<file path="src/rtl/mdio_pkg.sv">
package mdio_pkg;
  localparam int PHY_W   = 5;
  localparam int REG_W   = 5;
  localparam int SEL_W   = 3;
  localparam int PRE_W   = 32;
  localparam int DATA_W  = 16;
  localparam int FRAME_W = PRE_W + 2 + 2 + PHY_W + REG_W + 2 + DATA_W;
  localparam int HDR_W   = PRE_W + 2 + 2 + PHY_W + REG_W;

  localparam int BIT_GO  = 0;
  localparam int BIT_LF  = 1;
  localparam int OP_LSB  = 2;
  localparam int SEL_LSB = 8;
  localparam int REG_LSB = 16;
  localparam int PHY_LSB = 21;

  typedef enum logic [1:0] { SEQ_IDLE, SEQ_ADDR, SEQ_MAIN } seq_e;

  typedef struct packed {
    logic [PHY_W-1:0] phy;
    logic [REG_W-1:0] regad;
    logic [SEL_W-1:0] csel;
    logic [1:0]       op;
    logic             lf;
  } cmd_t;

  function automatic logic [FRAME_W-1:0] mk_frame(
    input logic [1:0]        st,
    input logic [1:0]        op,
    input logic [PHY_W-1:0]  phy,
    input logic [REG_W-1:0]  ra,
    input logic [DATA_W-1:0] d
  );
    return {{PRE_W{1'b1}}, st, op, phy, ra, 2'b10, d};
  endfunction
endpackage

</file>
<file path="src/rtl/mdio_clkgen.sv">
module mdio_clkgen #(
  parameter int DIV_BASE = 2,
  parameter int SEL_W    = 3
) (
  input  logic             clk,
  input  logic             rst_n,
  input  logic             en,
  input  logic [SEL_W-1:0] sel,
  output logic             mdc,
  output logic             rise,
  output logic             fall
);
  localparam int MAX_HALF = DIV_BASE << ((1 << SEL_W) - 1);
  localparam int CNT_W    = $clog2(MAX_HALF) + 1;

  logic [CNT_W-1:0] cnt_q;
  logic [CNT_W-1:0] last;
  logic             tick;

  assign last = (CNT_W'(DIV_BASE) << sel) - CNT_W'(1);
  assign tick = en && (cnt_q == last);
  assign rise = tick && !mdc;
  assign fall = tick && mdc;

  always_ff @(posedge clk or negedge rst_n) begin
    if (!rst_n) begin
      cnt_q <= '0;
      mdc   <= 1'b0;
    end else if (!en) begin
      cnt_q <= '0;
      mdc   <= 1'b0;
    end else if (tick) begin
      cnt_q <= '0;
      mdc   <= ~mdc;
    end else begin
      cnt_q <= cnt_q + CNT_W'(1);
    end
  end

  // MDC only rises while the divider runs
  p_mdc_needs_en_r6: assert property (@(posedge clk) disable iff (!rst_n)
    $rose(mdc) |-> $past(en));
  // MDC returns low once stopped
  p_mdc_idle_low_r6: assert property (@(posedge clk) disable iff (!rst_n)
    !en |=> !mdc);
endmodule

</file>
<file path="src/rtl/mdio_frame_eng.sv">
module mdio_frame_eng
  import mdio_pkg::*;
(
  input  logic               clk,
  input  logic               rst_n,
  input  logic               start,
  input  logic [FRAME_W-1:0] frame,
  input  logic               rd_frame,
  input  logic               rise,
  input  logic               fall,
  input  logic               mdio_i,
  output logic               active,
  output logic               done,
  output logic               mdio_o,
  output logic               mdio_oe,
  output logic [DATA_W-1:0]  rd_data
);
  localparam int IDX_W = $clog2(FRAME_W);
  localparam logic [IDX_W-1:0] HDR_IDX  = IDX_W'(HDR_W);
  localparam logic [IDX_W-1:0] DAT_IDX  = IDX_W'(FRAME_W - DATA_W);
  localparam logic [IDX_W-1:0] LAST_IDX = IDX_W'(FRAME_W - 1);

  logic [FRAME_W-1:0] sh_q;
  logic [IDX_W-1:0]   idx_q;
  logic               rd_q;

  always_ff @(posedge clk or negedge rst_n) begin
    if (!rst_n) begin
      sh_q    <= '0;
      idx_q   <= '0;
      rd_q    <= 1'b0;
      active  <= 1'b0;
      done    <= 1'b0;
      rd_data <= '0;
    end else begin
      done <= 1'b0;
      if (start) begin
        sh_q   <= frame;
        idx_q  <= '0;
        rd_q   <= rd_frame;
        active <= 1'b1;
      end else if (active) begin
        if (rise && idx_q >= DAT_IDX)
          rd_data <= {rd_data[DATA_W-2:0], mdio_i};
        if (fall) begin
          if (idx_q == LAST_IDX) begin
            active <= 1'b0;
            done   <= 1'b1;
          end else begin
            sh_q  <= {sh_q[FRAME_W-2:0], 1'b0};
            idx_q <= idx_q + IDX_W'(1);
          end
        end
      end
    end
  end

  assign mdio_o  = sh_q[FRAME_W-1];
  assign mdio_oe = active && !(rd_q && idx_q >= HDR_IDX);

  // a new frame is only kicked while the engine is idle
  p_start_idle_r2: assert property (@(posedge clk) disable iff (!rst_n)
    start |-> !active);
  // completion is a single-cycle pulse
  p_done_pulse_r3: assert property (@(posedge clk) disable iff (!rst_n)
    done |=> !done);
endmodule

</file>
<file path="src/rtl/mdio_master.sv">
module mdio_master
  import mdio_pkg::*;
#(
  parameter int DIV_BASE = 2
) (
  input  logic        clk,
  input  logic        rst_n,
  input  logic        reg_we,
  input  logic        reg_sel,
  input  logic [31:0] reg_wdata,
  output logic [31:0] cmd_reg_o,
  output logic [31:0] data_reg_o,
  output logic        mdc_o,
  input  logic        mdio_i,
  output logic        mdio_o,
  output logic        mdio_oe_o
);
  cmd_t               cmd_q, cmd_in;
  seq_e               seq_q;
  logic               busy_q, kick_q;
  logic [31:0]        data_q;
  logic               cmd_wr_ok, data_wr_ok, launch;
  logic [1:0]         f_st, f_op;
  logic [DATA_W-1:0]  f_data;
  logic [FRAME_W-1:0] frame;
  logic               rd_frame;
  logic               eng_active, eng_done, rise, fall;
  logic [DATA_W-1:0]  eng_rd;

  assign cmd_in.phy   = reg_wdata[PHY_LSB +: PHY_W];
  assign cmd_in.regad = reg_wdata[REG_LSB +: REG_W];
  assign cmd_in.csel  = reg_wdata[SEL_LSB +: SEL_W];
  assign cmd_in.op    = reg_wdata[OP_LSB +: 2];
  assign cmd_in.lf    = reg_wdata[BIT_LF];

  assign cmd_wr_ok  = reg_we && !reg_sel && !busy_q;
  assign data_wr_ok = reg_we && reg_sel && !busy_q;
  assign launch     = cmd_wr_ok && reg_wdata[BIT_GO] && cmd_in.op[0];

  always_ff @(posedge clk or negedge rst_n) begin
    if (!rst_n) begin
      cmd_q  <= '0;
      seq_q  <= SEQ_IDLE;
      busy_q <= 1'b0;
      kick_q <= 1'b0;
      data_q <= '0;
    end else begin
      kick_q <= 1'b0;
      if (cmd_wr_ok) begin
        cmd_q <= cmd_in;
        if (launch) begin
          busy_q <= 1'b1;
          kick_q <= 1'b1;
          seq_q  <= cmd_in.lf ? SEQ_ADDR : SEQ_MAIN;
        end
      end
      if (data_wr_ok) data_q <= reg_wdata;
      if (eng_done) begin
        if (seq_q == SEQ_ADDR) begin
          seq_q  <= SEQ_MAIN;
          kick_q <= 1'b1;
        end else begin
          seq_q  <= SEQ_IDLE;
          busy_q <= 1'b0;
          if (cmd_q.op[1]) data_q[DATA_W-1:0] <= eng_rd;
        end
      end
    end
  end

  always_comb begin
    f_st = cmd_q.lf ? 2'b00 : 2'b01;
    if (seq_q == SEQ_ADDR) begin
      f_op   = 2'b00;
      f_data = data_q[31:16];
    end else begin
      f_data = data_q[DATA_W-1:0];
      if (cmd_q.lf) f_op = cmd_q.op;
      else          f_op = cmd_q.op[1] ? 2'b10 : 2'b01;
    end
  end

  assign frame    = mk_frame(f_st, f_op, cmd_q.phy, cmd_q.regad, f_data);
  assign rd_frame = (seq_q == SEQ_MAIN) && cmd_q.op[1];

  mdio_clkgen #(.DIV_BASE(DIV_BASE), .SEL_W(SEL_W)) clkgen_i (
    .clk(clk), .rst_n(rst_n), .en(eng_active), .sel(cmd_q.csel),
    .mdc(mdc_o), .rise(rise), .fall(fall)
  );

  mdio_frame_eng eng_i (
    .clk(clk), .rst_n(rst_n), .start(kick_q), .frame(frame),
    .rd_frame(rd_frame), .rise(rise), .fall(fall), .mdio_i(mdio_i),
    .active(eng_active), .done(eng_done), .mdio_o(mdio_o),
    .mdio_oe(mdio_oe_o), .rd_data(eng_rd)
  );

  always_comb begin
    cmd_reg_o = '0;
    cmd_reg_o[BIT_GO]               = busy_q;
    cmd_reg_o[BIT_LF]               = cmd_q.lf;
    cmd_reg_o[OP_LSB +: 2]          = cmd_q.op;
    cmd_reg_o[SEL_LSB +: SEL_W]     = cmd_q.csel;
    cmd_reg_o[REG_LSB +: REG_W]     = cmd_q.regad;
    cmd_reg_o[PHY_LSB +: PHY_W]     = cmd_q.phy;
  end
  assign data_reg_o = data_q;

  // command fields hold when written during a transaction
  p_cmd_hold_r7: assert property (@(posedge clk) disable iff (!rst_n)
    (busy_q && reg_we && !reg_sel) |=> $stable(cmd_q));
  // upper data half holds when written during a transaction
  p_data_hold_r7: assert property (@(posedge clk) disable iff (!rst_n)
    (busy_q && reg_we && reg_sel) |=> $stable(data_q[31:16]));
  // pin released while idle
  p_idle_release_r9: assert property (@(posedge clk) disable iff (!rst_n)
    !busy_q |-> !mdio_oe_o);
  // busy ends only on a finished frame
  p_busy_end_r2: assert property (@(posedge clk) disable iff (!rst_n)
    $fell(busy_q) |-> $past(eng_done));
endmodule

</file>
<file path="config.mk">
export PLATFORM = sky130hd
export DESIGN_NAME = mdio_master
export DESIGN_NICKNAME = d
export VERILOG_FILES = /design/src/rtl/mdio_pkg.sv /design/src/rtl/mdio_clkgen.sv /design/src/rtl/mdio_frame_eng.sv /design/src/rtl/mdio_master.sv
export SDC_FILE = /design/constraint.sdc
export NUM_CORES = 1
export LEC_CHECK = 0
export ABC_CLOCK_PERIOD_IN_PS = 4000
export BUFFER_PORTS_ARGS = -buffer_cell sky130_fd_sc_hd__buf_2
export CAP_MARGIN = 30
export CORE_MARGIN = 8
export CORE_UTILIZATION = 58
export DETAILED_ROUTE_END_ITERATION = 10
export PLACE_DENSITY = 0.89
export SLEW_MARGIN = 20
export SYNTH_ARGS = -nofsm -noshare
export SYNTH_HDL_FRONTEND = slang
export SYNTH_HIERARCHICAL = 1
export SYNTH_SLANG_ARGS = --single-unit
</file>
<file path="constraint.sdc">
create_clock -name clk -period 4 [get_ports clk]
set_clock_uncertainty 0.1 [all_clocks]
set_input_delay 0.2 -clock clk [delete_from_list [all_inputs] [get_ports clk]]
set_output_delay 0.2 -clock clk [all_outputs]
set_load 0.1 [all_outputs]
</file>
# Yosys cells after proc, flatten, opt, wreduce, memory -nomap -nowiden
# Index checks and enable logic that the tools add are counted.
[word_totals]
output_inout_bits = 67
register_bits = 151
input_bits = 37
[classes]
shifts = 1
n_eq_ne = 6
n_bitwise = 2
mux = 42
order_cmp = 2
reduce_logical = 24
n_addsub = 3
[op_table]
columns = ["op", "count"]
rows = [
  ["64-bit 2-to-1 mux", 4],
  ["16-bit 2-to-1 mux", 5],
  ["6-bit 2-to-1 mux", 4],
  ["1-bit 2-to-1 mux", 19],
  ["9-bit 2-to-1 mux", 2],
  ["2-bit 2-to-1 mux", 8],
  ["1-bit logical AND", 13],
  ["6-bit >= comparator, second input constant", 2],
  ["9-bit by 1-bit adder with 9-bit output, second input constant", 1],
  ["9-bit == test", 1],
  ["2-bit by 3-bit << shifter with 9-bit output, first input constant", 1],
  ["9-bit by 2-bit subtractor with 9-bit output, second input constant", 1],
  ["2-bit nonzero test", 4],
  ["6-bit by 1-bit adder with 6-bit output, second input constant", 1],
  ["6-bit == test, second input constant", 1],
  ["3-bit AND reduction", 2],
  ["1-bit zero test", 4],
  ["2-bit != test, second input constant", 2],
  ["2-bit by 1-bit == test with 1-bit output, second input constant", 1],
  ["2-bit == test, second input constant", 1],
  ["1-bit NOT", 2],
  ["2-bit AND reduction", 1],
]

# Logic depth before layout (Yosys ltp)
[depth]
ltp_word = 9
depth_mapped = 16
depth_no_buf = 12

# Hierarchy
# Netlist, hierarchy kept.
[modules_own_cells]
columns = ["mod", "seq_area_each_um2", "area_each_um2", "instances", "cells_each"]
rows = [
  ["mdio_frame_eng", 2227.1, 4107.7, 1, 429],
  ["mdio_master", 1301.2, 2509.9, 1, 185],
  ["mdio_clkgen", 250.2, 733.2, 1, 82],
]

# Least setup slack after synthesis
# No wires, ideal clock.
[synth_path]
path_type = "register to register"
startpoint = "register cmd_q, in the netlist cmd_reg_o[10]"
endpoint = "register eng_i.idx_q[5]"
required_time_ns = 3.822
path_slack_ns = 0.139
path_stages_with_launch = 14
arrival_time_ns = 3.683
path_cell_list = "dfrtp_1 buf_2 or3_2 ha_1 buf_4 or3_4 a21oi_2 o2111ai_2 nor3_1 and3_1 and2_1 o21ai_2 or4_1 a21oi_1"
[synth_between]
elab_chain_cells = 7
[synth_rtl]
columns = ["item", "line_no", "rtl"]
rows = [
  ["start, declared", "mdio_master.sv:18", "cmd_t cmd_q, cmd_in;"],
  ["start signal, assigned", "mdio_master.sv:50", "cmd_q <= cmd_in;"],
  ["2-bit by 3-bit << shifter with 9-bit output", "mdio_clkgen.sv:20", "assign last = (CNT_W'(DIV_BASE) << sel) - CNT_W'(1);"],
  ["9-bit by 2-bit subtractor with 9-bit output", "mdio_clkgen.sv:20", ""],
  ["9-bit == test", "mdio_clkgen.sv:21", "assign tick = en && (cnt_q == last);"],
  ["1-bit logical AND", "mdio_clkgen.sv:21", ""],
  ["1-bit logical AND", "mdio_clkgen.sv:23", "assign fall = tick && mdc;"],
  ["via fall", "mdio_master.sv:27", "logic eng_active, eng_done, rise, fall;"],
  ["2-bit nonzero test (no source line)", "n/a", ""],
  ["3-bit AND reduction (no source line)", "n/a", ""],
  ["end signal, assigned", "mdio_frame_eng.sv:51", "idx_q <= idx_q + IDX_W'(1);"],
  ["end, declared", "mdio_frame_eng.sv:24", "logic [IDX_W-1:0] idx_q;"],
]
# The timed path passes the listed nets, and every way through them passes these cells.
# A chain may end at the register's enable or synchronous reset.

# Worst setup path in the final report
# Ends and elaborated chain as after synthesis.

==> impl_metrics.csv <==
group,metric,value,unit
status,status,"finished, final reports clean",
drt,drtAntennaViolNets,0,
yosys,synth_area_per_cell,10.6,µm²
finish,fin_nets,865,
setup_path,r2r_setup_slack,0.20,ns
drt,detailroute.wirelength.met2,9.60,mm
finish,fillers,807,
floorplan,design.core.area,12500,µm²
drt,route.layer.met1.wl,7.21,mm
finish,n_antenna_cell,0,
setup_path,crit_required,4.23,ns
timing,period_needed,3.80,ns
drt,detail_routed_net_length_per_standard_cell,19.0,µm
clocking,cts-root-to-sink-buffers,2,
timing,hold_viol,0,
yosys,synth_top_cells_by_area,"dfrtp_1 (51%), mux2_2 (13%), a21oi_1 (9.2%)",
clocking,cts_root_buf,"clkbuf_16",
yosys,synth_seq_cells,151,
global_routing,grt_first_pass_wirelength,30.4,mm
worst_hold_path,worstHoldPathCells,3,
yosys,synth_largest_area_cell,"dfrtp_1",
worst_hold_path,min_path_type,"primary input to flop",
global_routing,grt_remaining_overflow,0,
setup_path,regToRegEndpoint,"eng_i/idx_q[5]$_DFFE_PN0P_",
place,portBuffers,88,
drt,firstDrtPassIters,8,
clocking,cts_made_buffers,17,
timing,finalSetupTns,0,ns
power_and_ir_drop,total_leakage_power,4.02,nW
finish,syn2layout_area_growth,19.8,%
yosys,post_synth_most_frequent_cells,"dfrtp_1 (151), a21oi_1 (135), mux2_2 (86)",
timing,slew_headroom,36.6,%
clocking,clk_transition_reported_paths,0.07,ns
floorplan,die_h,129,µm
yosys,synth_enable_flop_cells,0,
yosys,synthFlopType,"dfrtp_1",
global_routing,grt.total_usage,23.6,%
setup_path,worst-path-max-fanout,18,
setup_path,max_stage_delay,0.54,ns
worst_hold_path,timing.hold.worst.start,"reg_wdata[0]",
drt,route.final.wire_length,19.2,mm
floorplan,design.die.area,16500,µm²
drt,route.detailed.vias_per_inst,5.68,
power_and_ir_drop,p_per_area,812,nW/µm²
timing,timing.final.crit_share,94.9,%
place,place.detailed.hpwl,10.6,mm
global_routing,grt_antenna_before_repair,0,
floorplan,rows,41,
setup_path,r2r_cells,11,
setup_path,worst-endpoint-arrival,4.03,ns
clocking,clkSinkCount,151,
setup_path,start_kind,"flop",
timing,rsz_0062_raised_after_global_routing,"no",
global_routing,grt_start_max_net_pins,98,
yosys,count_of_distinct_cell_types_in_the_synthesized_netlist,51,
yosys,synth_most_common_cell,"dfrtp_1",
power_and_ir_drop,p_total,7.16,mW
drt,drt_drc_violations_left,0,
timing,max_freq,0.263,GHz
finish,drive_above_1_share,27.7,%
worst_hold_path,whs_endpoint,"kick_q$_DFF_PN0_",
yosys,netlist.area_leader.share,51.4,%
clocking,cts_max_level,4,
setup_path,setup_cp_type,"flop to flop",
place,gp_routability_congestion,0.820,
yosys,syn-instance-count,696,
timing,maxSlewViolCount,0,
drt,wl_met3,1.50,mm
setup_path,critical_path_capture_point_type,"flop",
yosys,yosysWarnings,6,
drt,topRoutingLayerUsed,"met4",
yosys,netlist_area,7350,µm²
floorplan,chipWidth,129,µm
clocking,worstSkewPairLatency,0.42,ns
clocking,cts_tree,"done",
setup_path,timing.critical_path.cells,"or3_2 -> ha_2 -> or3_4 -> a21oi_2 -> o2111ai_2 -> nor3_1 -> and3_1 -> and2_1 -> o21ai_4 -> or4_1 -> a21oi_1",
timing,setup-violations-final,0,
run,max_cap_viol_count,0,
setup_path,critPathSlowestCell,"or4_1",
drt,first_iter_violations,370,
yosys,yosysSeqAreaShare,51.4,%
global_routing,first_global_vias,5798,
yosys,synth-async-reset-ratio,100,%
drt,total_number_of_vias,5737,
power_and_ir_drop,worst_ir_drop_vdd,0.714,mV
floorplan,io_pins,104,
floorplan,initial_utilization,58.7,%
setup_path,timing.rr.start,"cmd_reg_o[10]$_DFFE_PN0P_",
timing,tightestPinTransition,0.948,ns
-- final cells by class --
type | count | area [µm²] | area share (%)
timing repair buffer | 121 | 779 | 8.85
inverter | 4 | 15.0 | 0.170
tap | 172 | 215 | 2.44
clock buffer | 19 | 443 | 5.03
multi-input combinational | 530 | 3400 | 38.6
sequential | 151 | 3780 | 42.9
clock inverter | 13 | 171 | 1.95
-- report_power, final --
group          switching (mW)  internal (mW)  total [mW]
clock                   0.658           1.01        1.67
combinational            2.19          0.718        2.91
sequential              0.493           2.09        2.58
total                    3.34           3.81        7.16
-- per-layer routing --
| layer | up-vias | global-route usage, % |
|---|---|---|
| met3 | 62 | 6.50 |
| met5 | - | 0 |
| li1 | 2587 | - |
| met4 | 0 | 12.1 |
| met1 | 2796 | 26.9 |
| met2 | 292 | 39.9 |
-- sequential cells by signal, indices dropped and copies added, names as in the netlist --
register and cells:
seq_q 2, eng_i/rd_q 1, eng_i/done 1, cmd_reg_o 16, eng_i/rd_data 16, clkgen_i/mdc 1, kick_q 1, data_reg_o 32
eng_i/idx_q 6, clkgen_i/cnt_q 9, eng_i/active 1, busy_q 1, eng_i/sh_q 64
-- cell usage in the layout, fill, tap and decap left out, types with 2 or more instances in the layout --
cell type      Yosys  routed
o31ai_1            3       3
buf_12             0       2
ha_1               3       2
o21ai_0            5       5
conb_1             2      50
clkbuf_16          0      17
nor2b_1           69      68
o21ai_1            2       2
xor2_1             5       5
bufinv_16          0       3
nor2_1            20      20
inv_1              4       4
dlygate4sd3_1      0      24
clkinvlp_4         0       4
clkinv_4           0       2
nand3_1           11      11
or4_1              3       3
mux2_1            10      10
nor3_1             3       3
nand3b_1           4       4
and3_1             2       2
xnor2_1            8       7
a21oi_1          135     134
buf_4             26       7
and2_1             4       4
dfrtp_1          151     149
mux2_2            86      86
nand2_1           82      82
inv_6              0       2
buf_2             13      87
-- how the worst max path moves through the flow --
stage	startpoint	end	slack [ns]	cells after the start
2_1_floorplan	cmd_reg_o[10]$_DFFE_PN0P_	eng_i/idx_q[5]$_DFFE_PN0P_	0.14	13
3_3_place_gp	cmd_reg_o[10]$_DFFE_PN0P_	eng_i/idx_q[5]$_DFFE_PN0P_	0.45	11
3_5_place_dp	cmd_reg_o[10]$_DFFE_PN0P_	eng_i/idx_q[5]$_DFFE_PN0P_	0.38	11
4_1_cts	cmd_reg_o[10]$_DFFE_PN0P_	eng_i/idx_q[5]$_DFFE_PN0P_	0.22	11
5_1_grt	cmd_reg_o[10]$_DFFE_PN0P_	eng_i/idx_q[5]$_DFFE_PN0P_	0.04	12
6_report	cmd_reg_o[10]$_DFFE_PN0P_	eng_i/idx_q[5]$_DFFE_PN0P_	0.20	11
-- worst max-delay path: cells and delay by family, from the launching register on --
kind	cells	cell delay (ns)
AOI/OAI and AO/OA	4	0.68
adders and majority gates	1	0.27
DFF	1	0.50
and+or+nand+nor	6	2.16
-- metrics by stage --
step	std cells	instance area [µm²]	util, %	setup slack [ns]	hold slack [ns]
6_report	1010	8810	70.4	0.202	0.0271
4_1_cts	1010	8790	70.2	0.222	0.0173
2_1_floorplan	744	7530	-	0.139	-0.196
3_3_place_gp	954	7940	63.4	0.453	0.240
5_1_grt	1010	8810	70.4	0.0368	0.0441
3_5_place_dp	954	7940	63.4	0.379	0.247
-- what timing repair did --
action	in CTS	in global routing
buffers inserted	0	0
endpoints found under the hold margin	127	0
gates resized for setup	0	4
endpoints found under the setup margin	0	2
hold buffers	24	0
-- cell families after synthesis --
group | share of synthesized area, %
adder cells (fa/ha/maj) | 0.511
flip-flops | 51.4
AND/OR/NAND/NOR | 14.9
multiplexers | 14.7
buffers and inverters | 5.28
other | 0.102
AO/OA/AOI/OAI | 11.5
XOR/XNOR | 1.55
(Power assumes the default switching activity.)
